### src/rtl/trw_pkg.sv
package trw_pkg;
   localparam int TEMP_W_DEF = 12;
   localparam int FRAC_W_DEF = 4;
   localparam int LIMIT_DEF  = 110 * (1 << FRAC_W_DEF);

   typedef struct packed {
      logic ready;   // two earlier readings are held
      logic rise;    // newest increment is positive
      logic accel;   // newest increment beats the earlier one
   } trend_t;
endpackage

### src/rtl/trw_history.sv
module trw_history #(
   parameter int TW   = 12,
   parameter int HIST = 2
) (
   input  logic                     clk_i,
   input  logic                     rst_ni,
   input  logic                     push_i,
   input  logic [TW-1:0]            din_i,
   output logic [HIST-1:0][TW-1:0]  tap_o,
   output logic                     full_o
);
   localparam int CW = $clog2(HIST + 1);

   logic [CW-1:0] cnt_q;

   assign full_o = (cnt_q == CW'(HIST));

   always_ff @(posedge clk_i or negedge rst_ni) begin
      if (!rst_ni)                cnt_q <= '0;
      else if (push_i && !full_o) cnt_q <= cnt_q + 1'b1;
   end

   for (genvar i = 0; i < HIST; i++) begin : g_tap
      if (i == 0) begin : g_head
         always_ff @(posedge clk_i or negedge rst_ni) begin
            if (!rst_ni)     tap_o[0] <= '0;
            else if (push_i) tap_o[0] <= din_i;
         end
      end else begin : g_body
         always_ff @(posedge clk_i or negedge rst_ni) begin
            if (!rst_ni)     tap_o[i] <= '0;
            else if (push_i) tap_o[i] <= tap_o[i-1];
         end
      end
   end
endmodule

### src/rtl/trw_trend.sv
module trw_trend
   import trw_pkg::*;
#(
   parameter int TW = 12
) (
   input  logic [TW-1:0] sample_i,
   input  logic [TW-1:0] newest_i,
   input  logic [TW-1:0] older_i,
   input  logic          ready_i,
   output trend_t        verdict_o
);
   localparam int DW = TW + 1;

   logic signed [DW-1:0] d_new, d_old;

   assign d_new = $signed({1'b0, sample_i}) - $signed({1'b0, newest_i});
   assign d_old = $signed({1'b0, newest_i}) - $signed({1'b0, older_i});

   always_comb begin
      verdict_o.ready = ready_i;
      verdict_o.rise  = !d_new[DW-1] && (d_new != '0);
      verdict_o.accel = d_new > d_old;
   end
endmodule

### src/rtl/trw_latch.sv
module trw_latch
   import trw_pkg::*;
#(
   parameter int TW = 12
) (
   input  logic          clk_i,
   input  logic          rst_ni,
   input  logic          take_i,
   input  logic          clr_i,
   input  logic          thr_i,
   input  trend_t        verdict_i,
   input  logic [TW-1:0] sample_i,
   output logic          run_o,
   output logic          cand_o,
   output logic [TW-1:0] temp_o
);
   logic hit;

   assign hit = verdict_i.ready & verdict_i.rise & verdict_i.accel;

   always_ff @(posedge clk_i or negedge rst_ni) begin
      if (!rst_ni) begin
         run_o  <= 1'b0;
         cand_o <= 1'b0;
         temp_o <= '0;
      end else if (clr_i) begin
         run_o  <= 1'b0;
         cand_o <= 1'b0;
         temp_o <= '0;
      end else if (take_i) begin
         cand_o <= hit & thr_i;
         if (hit && !thr_i && !run_o) begin
            run_o  <= 1'b1;
            temp_o <= sample_i;
         end
      end
   end
endmodule

### src/rtl/thermal_accel_watch.sv
module thermal_accel_watch
   import trw_pkg::*;
#(
   parameter int TW         = TEMP_W_DEF,
   parameter int FRAC       = FRAC_W_DEF,
   parameter int LIMIT_RST  = LIMIT_DEF,
   parameter bit LIMIT_INCL = 1'b0
) (
   input  logic          clk_i,
   input  logic          rst_ni,
   input  logic          smp_vld_i,
   input  logic [TW-1:0] smp_temp_i,
   input  logic          throttle_i,
   input  logic          clr_i,
   input  logic          lim_we_i,
   input  logic [TW-1:0] lim_dat_i,
   output logic          runaway_o,
   output logic          candidate_o,
   output logic [TW-1:0] runaway_temp_o,
   output logic          over_limit_o
);
   localparam int HIST = 2;

   if (TW < FRAC + 8) begin : g_bad_width
      $error("thermal_accel_watch: TW too narrow for the fraction width");
   end
   if (LIMIT_RST >= (1 << TW)) begin : g_bad_limit
      $error("thermal_accel_watch: LIMIT_RST does not fit in TW bits");
   end

   logic [HIST-1:0][TW-1:0] tap;
   logic                    hist_full;
   trend_t                  verdict;
   logic [TW-1:0]           lim_q;
   logic                    exceed;

   trw_history #(.TW(TW), .HIST(HIST)) u_hist (
      .clk_i  (clk_i),
      .rst_ni (rst_ni),
      .push_i (smp_vld_i),
      .din_i  (smp_temp_i),
      .tap_o  (tap),
      .full_o (hist_full)
   );

   trw_trend #(.TW(TW)) u_trend (
      .sample_i  (smp_temp_i),
      .newest_i  (tap[0]),
      .older_i   (tap[1]),
      .ready_i   (hist_full),
      .verdict_o (verdict)
   );

   trw_latch #(.TW(TW)) u_latch (
      .clk_i     (clk_i),
      .rst_ni    (rst_ni),
      .take_i    (smp_vld_i),
      .clr_i     (clr_i),
      .thr_i     (throttle_i),
      .verdict_i (verdict),
      .sample_i  (smp_temp_i),
      .run_o     (runaway_o),
      .cand_o    (candidate_o),
      .temp_o    (runaway_temp_o)
   );

   always_ff @(posedge clk_i or negedge rst_ni) begin
      if (!rst_ni)       lim_q <= TW'(LIMIT_RST);
      else if (lim_we_i) lim_q <= lim_dat_i;
   end

   if (LIMIT_INCL) begin : g_cmp_incl
      assign exceed = (smp_temp_i >= lim_q);
   end else begin : g_cmp_strict
      assign exceed = (smp_temp_i > lim_q);
   end

   always_ff @(posedge clk_i or negedge rst_ni) begin
      if (!rst_ni)        over_limit_o <= 1'b0;
      else if (smp_vld_i) over_limit_o <= exceed;
   end
endmodule

### config.mk
export PLATFORM = sky130hd
export DESIGN_NAME = thermal_accel_watch
export DESIGN_NICKNAME = d
export VERILOG_FILES = /design/src/rtl/trw_pkg.sv /design/src/rtl/trw_history.sv /design/src/rtl/trw_trend.sv /design/src/rtl/trw_latch.sv /design/src/rtl/thermal_accel_watch.sv
export SDC_FILE = /design/constraint.sdc
export NUM_CORES = 1
export LEC_CHECK = 0
export ABC_AREA = 1
export BUFFER_PORTS_ARGS = -buffer_cell sky130_fd_sc_hd__buf_2
export CAP_MARGIN = 20
export CELL_PAD_IN_SITES_DETAIL_PLACEMENT = 2
export CELL_PAD_IN_SITES_GLOBAL_PLACEMENT = 2
export CORE_ASPECT_RATIO = 1.75
export CORE_UTILIZATION = 37
export CTS_CLUSTER_DIAMETER = 30
export DETAILED_ROUTE_END_ITERATION = 16
export GPL_TIMING_DRIVEN = 0
export HOLD_SLACK_MARGIN = 0.03
export PLACE_DENSITY_LB_ADDON = 0.1
export SYNTH_ARGS = -nofsm -noshare
export SYNTH_HDL_FRONTEND = slang
export SYNTH_HIERARCHICAL = 1
export SYNTH_SLANG_ARGS = --single-unit
### constraint.sdc
create_clock -name clk_i -period 4.8 [get_ports clk_i]
set_input_delay 0.96 -clock clk_i [delete_from_list [all_inputs] [get_ports clk_i]]
set_output_delay 0.96 -clock clk_i [all_outputs]
set_load 0.005 [all_outputs]
==> impl_metrics.toml, run 1 <==
[run_status]
status = "finished, final reports clean"

[cts]
clock_path_buffers = 2
root_buffer = "clkbuf_16"
clkTransAtPathRegs_ns = 0.07
cts.sinks = 53
htreeDepth = 2
cts_tree = "built"
postCtsSetupBuffers = 0
cts_buffers = 5
clk_latency_ns = 0.30

[floorplan]
core_area_um2 = 11200
pin_count = 45
die_h_um = 145
die_x_um = 83.6
die_area_um2 = 12100
start_util_pct = 38.4
fp-row-count = 51

[setup_path]
crit_family = "simple AND/OR/NAND/NOR gates"
path_class = "primary input to register"
crit_path_top_delay_cell = "fa_1"
crit_cells = 25
crit_path_end_kind = "register"
worstPathArrival_ns = 4.65
rr_endpoint = "u_latch/temp_o[2]"
r2r_setup_slack_ns = 0.71
cpMostUsedCell = "nand2_1"
cp_max_fo = 10
rr_worst_depth = 22
start_kind = "primary input"
cp_data_required_time_ns = 4.98
rr_startpoint = "u_hist/tap_o[0]"
critPathBufInv = 6
slowest_delay_ns = 0.42

[cells_and_area]
nets = 712
fill_cells = 1345
n_antenna_cell = 0
finish.instance_area_um2 = 4910
syn_to_final_growth_pct = 13.9
drive_gt1_share_pct = 19.8
multi_input_area_um2 = 2430
seq_area_um2 = 1330
final-instance-count-excl-fill = 764
fin_util_pct = 43.8

[global_route]
met2_usage_pct = 56.1
grt_pass1_wl_um = 24400
grt-ovfl-total = 0
met3_usage_pct = 1.82
grt_start_max_net_pins = 39
grt_util_all_layers_pct = 26.4
first_global_vias = 4827
grt-busiest-layer = "met2"
antenna_found_initial = 0
grt_util_met1_pct = 24.4

[logic_synthesis]
synthesis.area_um2 = 4310
synth_xor_area_share_pct = 1.83
yosys_most_used_dff = "dfrtp_1"
yosys-top-cells-area = "dfrtp_1, ha_1, nand2_1"
ys_top_cells_by_count = "nand2_1, inv_1, ha_1"
synth.most_common_cell = "nand2_1"
yosys.area_share.simple_pct = 27.8
synth_area_leader_cell = "dfrtp_1"
synth-seq-area-share_pct = 30.9
yosys_warnings = 6
muxShareOfSynthArea_pct = 0.261
synth.distinct_cells = 40
synth_top_family_by_area = "simple AND/OR/NAND/NOR gates"
syn_inst = 579
synth_compound_area_share_pct = 11.3
ys_ff_latch = 53
synth_top_area_share_pct = 27.8
synth_fa_ha_area_share_pct = 15.1
syn_avg_cell_area_um2 = 7.45
async_reset_ff_share_pct = 100
syn-num-nets = 660
synth-edff-count = 0

[route]
vias_per_cell = 5.38
first_pass_iters = 4
vias = 4109
drt_iter0_drc = 93
wire_per_inst_um = 19.5
ant_nets = 0
wl_um = 14900
drc = 0

[worst_hold_path]
hold_start = "lim_q[5]"
hold_end = "lim_q[5]"
hold_depth = 2
hold_path.class = "register to register"

[sta]
fin_crit_ns = 4.47
worst_clock_skew_ns = 0.00554
tightest_slew_ns = 0.488
layout_setup_ws_ns = 0.327
finalHoldViolCount = 0
setup-violations-final = 0
relSlewSlack_pct = 67.3
fmax_ghz = 0.224
tns_ns = 0
fin_crit_sh_pct = 93.2
grt_setup_unrepaired = "false"
maxSlewViolCount = 0
whs_ns = 0.495

[pwr]
p_total_mw = 1.71
vdd_drop_max_v = 0.000266
p_sw_mw = 0.663
internal-power_mw = 1.04
switching_share_pct = 38.8
seqPwrFrac_pct = 30.8
leakage_nw = 2.78
p_per_area_nw_per_um2 = 347
comb_power_share_pct = 41.6
p_clk_share_pct = 27.6

[job]
maxCapViolations = 0

[placed_design]
dpl-instance-area_um2 = 4720
dp_hpwl_um = 11600
dpl.cell_count = 756
port_buffers = 44
gp_congestion = 0.790
place_ws_ns = -0.155
==> registers in the layout (all words and copies together) (netlist names) <==
register and flops:
lim_q 12, u_latch/run_o 1, u_latch/temp_o 12, u_hist/tap_o 24, u_latch/cand_o 1, over_limit_o 1
u_hist/cnt_q 2
==> power by group through the flow <==
stage	Sequential, mW	Clock (mW)	Combinational, mW
after floorplan	0.524	0	0.477
after global placement	0.528	0	0.643
after detailed placement	0.532	0	0.695
after CTS	0.526	0.482	0.719
after global routing	0.531	0.494	0.800
final	0.525	0.470	0.710
==> worst reg2reg max path, delay by kind of cell, from the launching register on <==
kind | cells | cell delay (ns)
AOI/OAI and AO/OA | 4 | 0.70
buffers and inverters | 3 | 0.31
adders and majority gates | 3 | 1.00
and+or+nand+nor | 12 | 1.59
DFF | 1 | 0.39
==> per-layer routing <==
| metal | share of wire, % | up-vias |
|---|---|---|
| met5 | 0 | - |
| met4 | 4.4 | 0 |
| met3 | 1.7 | 33 |
| met2 | 60 | 66 |
| met1 | 33 | 2073 |
| li1 | - | 1937 |
==> timing repair <==
item	4_1_cts	5_1_grt
resized for setup	0	1
endpoints found under the setup margin	0	10
hold buffers	0	0
==> placed cells by master, fill, tap and decap left out, types with 5 or more instances in the layout <==
cell / synthesis / routed
nand2_1: 158 / 158
inv_1: 110 / 110
ha_1: 49 / 49
buf_2: 4 / 48
dfrtp_1: 48 / 48
o21ai_1: 24 / 24
nor2_1: 23 / 23
a21oi_1: 21 / 21
nand3_1: 21 / 21
nand4_1: 17 / 17
a21oi_2: 14 / 14
nor2_2: 12 / 12
nand3_2: 11 / 11
o21ai_0: 6 / 6
nand2_2: 5 / 5
clkbuf_16: 0 / 5
dfstp_2: 5 / 5
buf_6: 5 / 5
nand3b_1: 5 / 5
xnor2_1: 5 / 5
==> kinds of logic after synthesis <==
group / Yosys count
multiplexers: 1
adder cells (fa/ha/maj): 51
AO/OA/AOI/OAI: 79
XOR/XNOR: 9
flip-flops: 53
AND/OR/NAND/NOR: 257
buffers and inverters: 129
==> area by class of cell <==
cell class	count	share of cell area (%)
tap	132	3.36
inverter	115	8.78
clock inverter	3	1.32
multi-input combinational	397	49.5
sequential	53	27.1
buffer	14	2.47
clock buffer	5	2.55
timing repair buffer	45	4.89
==> worst max-delay path by stage <==
stage / startpoint / to
6_report: smp_temp_i[0] / u_latch/temp_o[2]
3_3_place_gp: smp_temp_i[0] / u_latch/temp_o[1]
3_5_place_dp: smp_temp_i[0] / u_latch/temp_o[1]
2_1_floorplan: smp_temp_i[0] / u_latch/temp_o[0]
5_1_grt: smp_temp_i[0] / u_latch/temp_o[2]
4_1_cts: smp_temp_i[0] / u_latch/temp_o[2]
Note: power is estimated with default switching activity, not from simulation.
==> inputs of run 2 (changes only) <==
--- a/config.mk
+++ b/config.mk
@@ -19,5 +19,4 @@
 export PLACE_DENSITY_LB_ADDON = 0.1
 export SYNTH_ARGS = -nofsm -noshare
 export SYNTH_HDL_FRONTEND = slang
-export SYNTH_HIERARCHICAL = 1
 export SYNTH_SLANG_ARGS = --single-unit
==> run 2 against run 1 <==
Effect of this change:
- wire length decreased by 5.2%
- clock skew increased by 0.0074 ns
- count of clock-buffer cells in the layout rose by 1
- final cell count down 2.4%
- global-route usage is 0.43 points higher
- sequential power rose by 1%
- synthesized cell count shrank 2.8%
- largest cell class unchanged
==> impl_metrics.toml, run 2 <==
[floorplan]
start_util_pct = 38.2
fp-row-count = 50
pin_count = 45
core_area_um2 = 10800
die_area_um2 = 11600
die_x_um = 81.7
die_h_um = 141

[route]
vias_per_cell = 5.31
wl_um = 14100
wire_per_inst_um = 19.0
first_pass_iters = 4
ant_nets = 0
drc = 0
drt_iter0_drc = 84
vias = 3958

[sta]
layout_setup_ws_ns = 0.763
fmax_ghz = 0.248
setup-violations-final = 0
relSlewSlack_pct = 56.5
grt_setup_unrepaired = "false"
maxSlewViolCount = 0
whs_ns = 0.496
tightest_slew_ns = 0.652
worst_clock_skew_ns = 0.0129
finalHoldViolCount = 0
fin_crit_ns = 4.04
fin_crit_sh_pct = 84.1
tns_ns = 0

[pwr]
vdd_drop_max_v = 0.000163
leakage_nw = 2.60
p_per_area_nw_per_um2 = 351

[global_route]
grt_pass1_wl_um = 22500
grt_util_all_layers_pct = 26.8
antenna_found_initial = 0
grt_start_max_net_pins = 31
first_global_vias = 4600
grt-ovfl-total = 0

[setup_path]
r2r_setup_slack_ns = 0.91
cp_data_required_time_ns = 4.99
rr_endpoint = "u_latch.temp_o[9]"
worstPathArrival_ns = 4.23
rr_startpoint = "u_hist.tap_o[2]"
crit_path_end_kind = "register"
slowest_delay_ns = 0.42
rr_worst_depth = 24
cp_max_fo = 10
start_kind = "primary input"
path_class = "primary input to register"
crit_path_top_delay_cell = "fa_1"

[worst_hold_path]
hold_start = "lim_q[7]"
hold_depth = 2
hold_end = "lim_q[7]"
hold_path.class = "register to register"

[cells_and_area]
syn_to_final_growth_pct = 13.9
top_regs = "u_hist.tap_o (24), lim_q (12), u_latch.temp_o (12)"
final_cell_mix = "nand2_1, inv_1, ha_1"
n_antenna_cell = 0
largest_register = "u_hist.tap_o"
fill_cells = 1353
largest_reg_flops = 24
final-instance-count-excl-fill = 746
final_common_cell = "nand2_1"
drive_gt1_share_pct = 14.8
nets = 696

[cts]
clkTransAtPathRegs_ns = 0.08
postCtsSetupBuffers = 0
clock_path_buffers = 2
clk_latency_ns = 0.31
htreeDepth = 2
holdBufCountCts = 0
cts_buffers = 5
cts_tree = "built"
cts.sinks = 53
root_buffer = "clkbuf_16"
cts.repair.resized = 0

[run_status]
status = "finished, final reports clean"

[logic_synthesis]
syn_avg_cell_area_um2 = 7.31
yosys_most_used_dff = "dfrtp_1"
ys_top_cells_by_count = "nand2_1, inv_1, ha_1"
synth.distinct_cells = 36
syn-num-nets = 644
synthesis.area_um2 = 4110
synth-seq-area-share_pct = 32.4
synth_area_leader_cell = "dfrtp_1"
synth.most_common_cell = "nand2_1"
synth-edff-count = 0
async_reset_ff_share_pct = 100
yosys_warnings = 0
syn_inst = 563
synth_top_area_share_pct = 29.2
yosys-top-cells-area = "dfrtp_1, ha_1, nand2_1"
ys_ff_latch = 53

[job]
maxCapViolations = 0

[placed_design]
port_buffers = 44
dpl.cell_count = 738
gp_congestion = 0.794
dp_hpwl_um = 11500
place_ws_ns = 0.443
[run 2: cell type report]
class | instances | area, um2 | share of cell area (%)
flip-flops and latches | 53 | 1330 | 28.4
plain buffers | 11 | 65.1 | 1.39
well taps | 130 | 163 | 3.47
clock buffers | 6 | 129 | 2.75
multi-input cells | 393 | 2320 | 49.5
repair buffers | 45 | 240 | 5.13
inverters | 106 | 398 | 8.49
clock inverters | 2 | 38.8 | 0.828
[run 2: metrics by stage]
step / cell area [um2] / power, mW / utilization, %
floorplan: 4110 / 0.985 / -
global placement: 4500 / 1.15 / 41.8
detailed placement: 4520 / 1.21 / 42.0
CTS: 4680 / 1.67 / 43.5
global route: 4680 / 1.76 / 43.5
finish: 4680 / 1.64 / 43.5
[run 2: report_power, final]
part	leakage [nW]	switching, mW	internal [mW]	total (mW)
clock network	0.0810	0.185	0.248	0.433
registers	0.652	0.0304	0.499	0.530
logic	1.87	0.440	0.241	0.681
total	2.60	0.655	0.989	1.64
[run 2: worst max path at each step]
| stage | start | slack, ns | cells after the start | end |
|---|---|---|---|---|
| after floorplan | smp_temp_i[0] | 1.18 | 25 | u_latch.temp_o[0] |
| after global placement | smp_temp_i[0] | 0.56 | 26 | u_latch.temp_o[0] |
| after detailed placement | smp_temp_i[0] | 0.44 | 26 | u_latch.temp_o[9] |
| after CTS | smp_temp_i[0] | 0.73 | 25 | u_latch.temp_o[9] |
| after global routing | smp_temp_i[0] | 0.50 | 26 | u_latch.temp_o[9] |
| final | smp_temp_i[0] | 0.76 | 25 | u_latch.temp_o[9] |
[run 2: logic make-up after synthesis]
logic type | Yosys count | share of synthesized area [%]
xor gates and xnor gates | 13 | 2.77
muxes | 1 | 0.274
adders and majority gates | 51 | 15.9
buffers and inverters | 117 | 11.3
DFF | 53 | 32.4
AOI/OAI and AO/OA | 83 | 10.8
and+or+nand+nor | 245 | 26.6
[run 2: worst max-delay path, delay by kind of cell]
kind / cells / cell delay, ns
simple gates: 16 / 1.59
buf+inv: 6 / 0.63
fa+ha+maj: 3 / 1.03
[run 2: metal layers]
layer	share of wire (%)	global-route usage, %	vias to the layer above
met1	35	24.4	1960
met4	5.4	15.1	0
met3	2.2	3.09	39
met2	58	53.7	71
met5	0	0	-
li1	-	-	1888
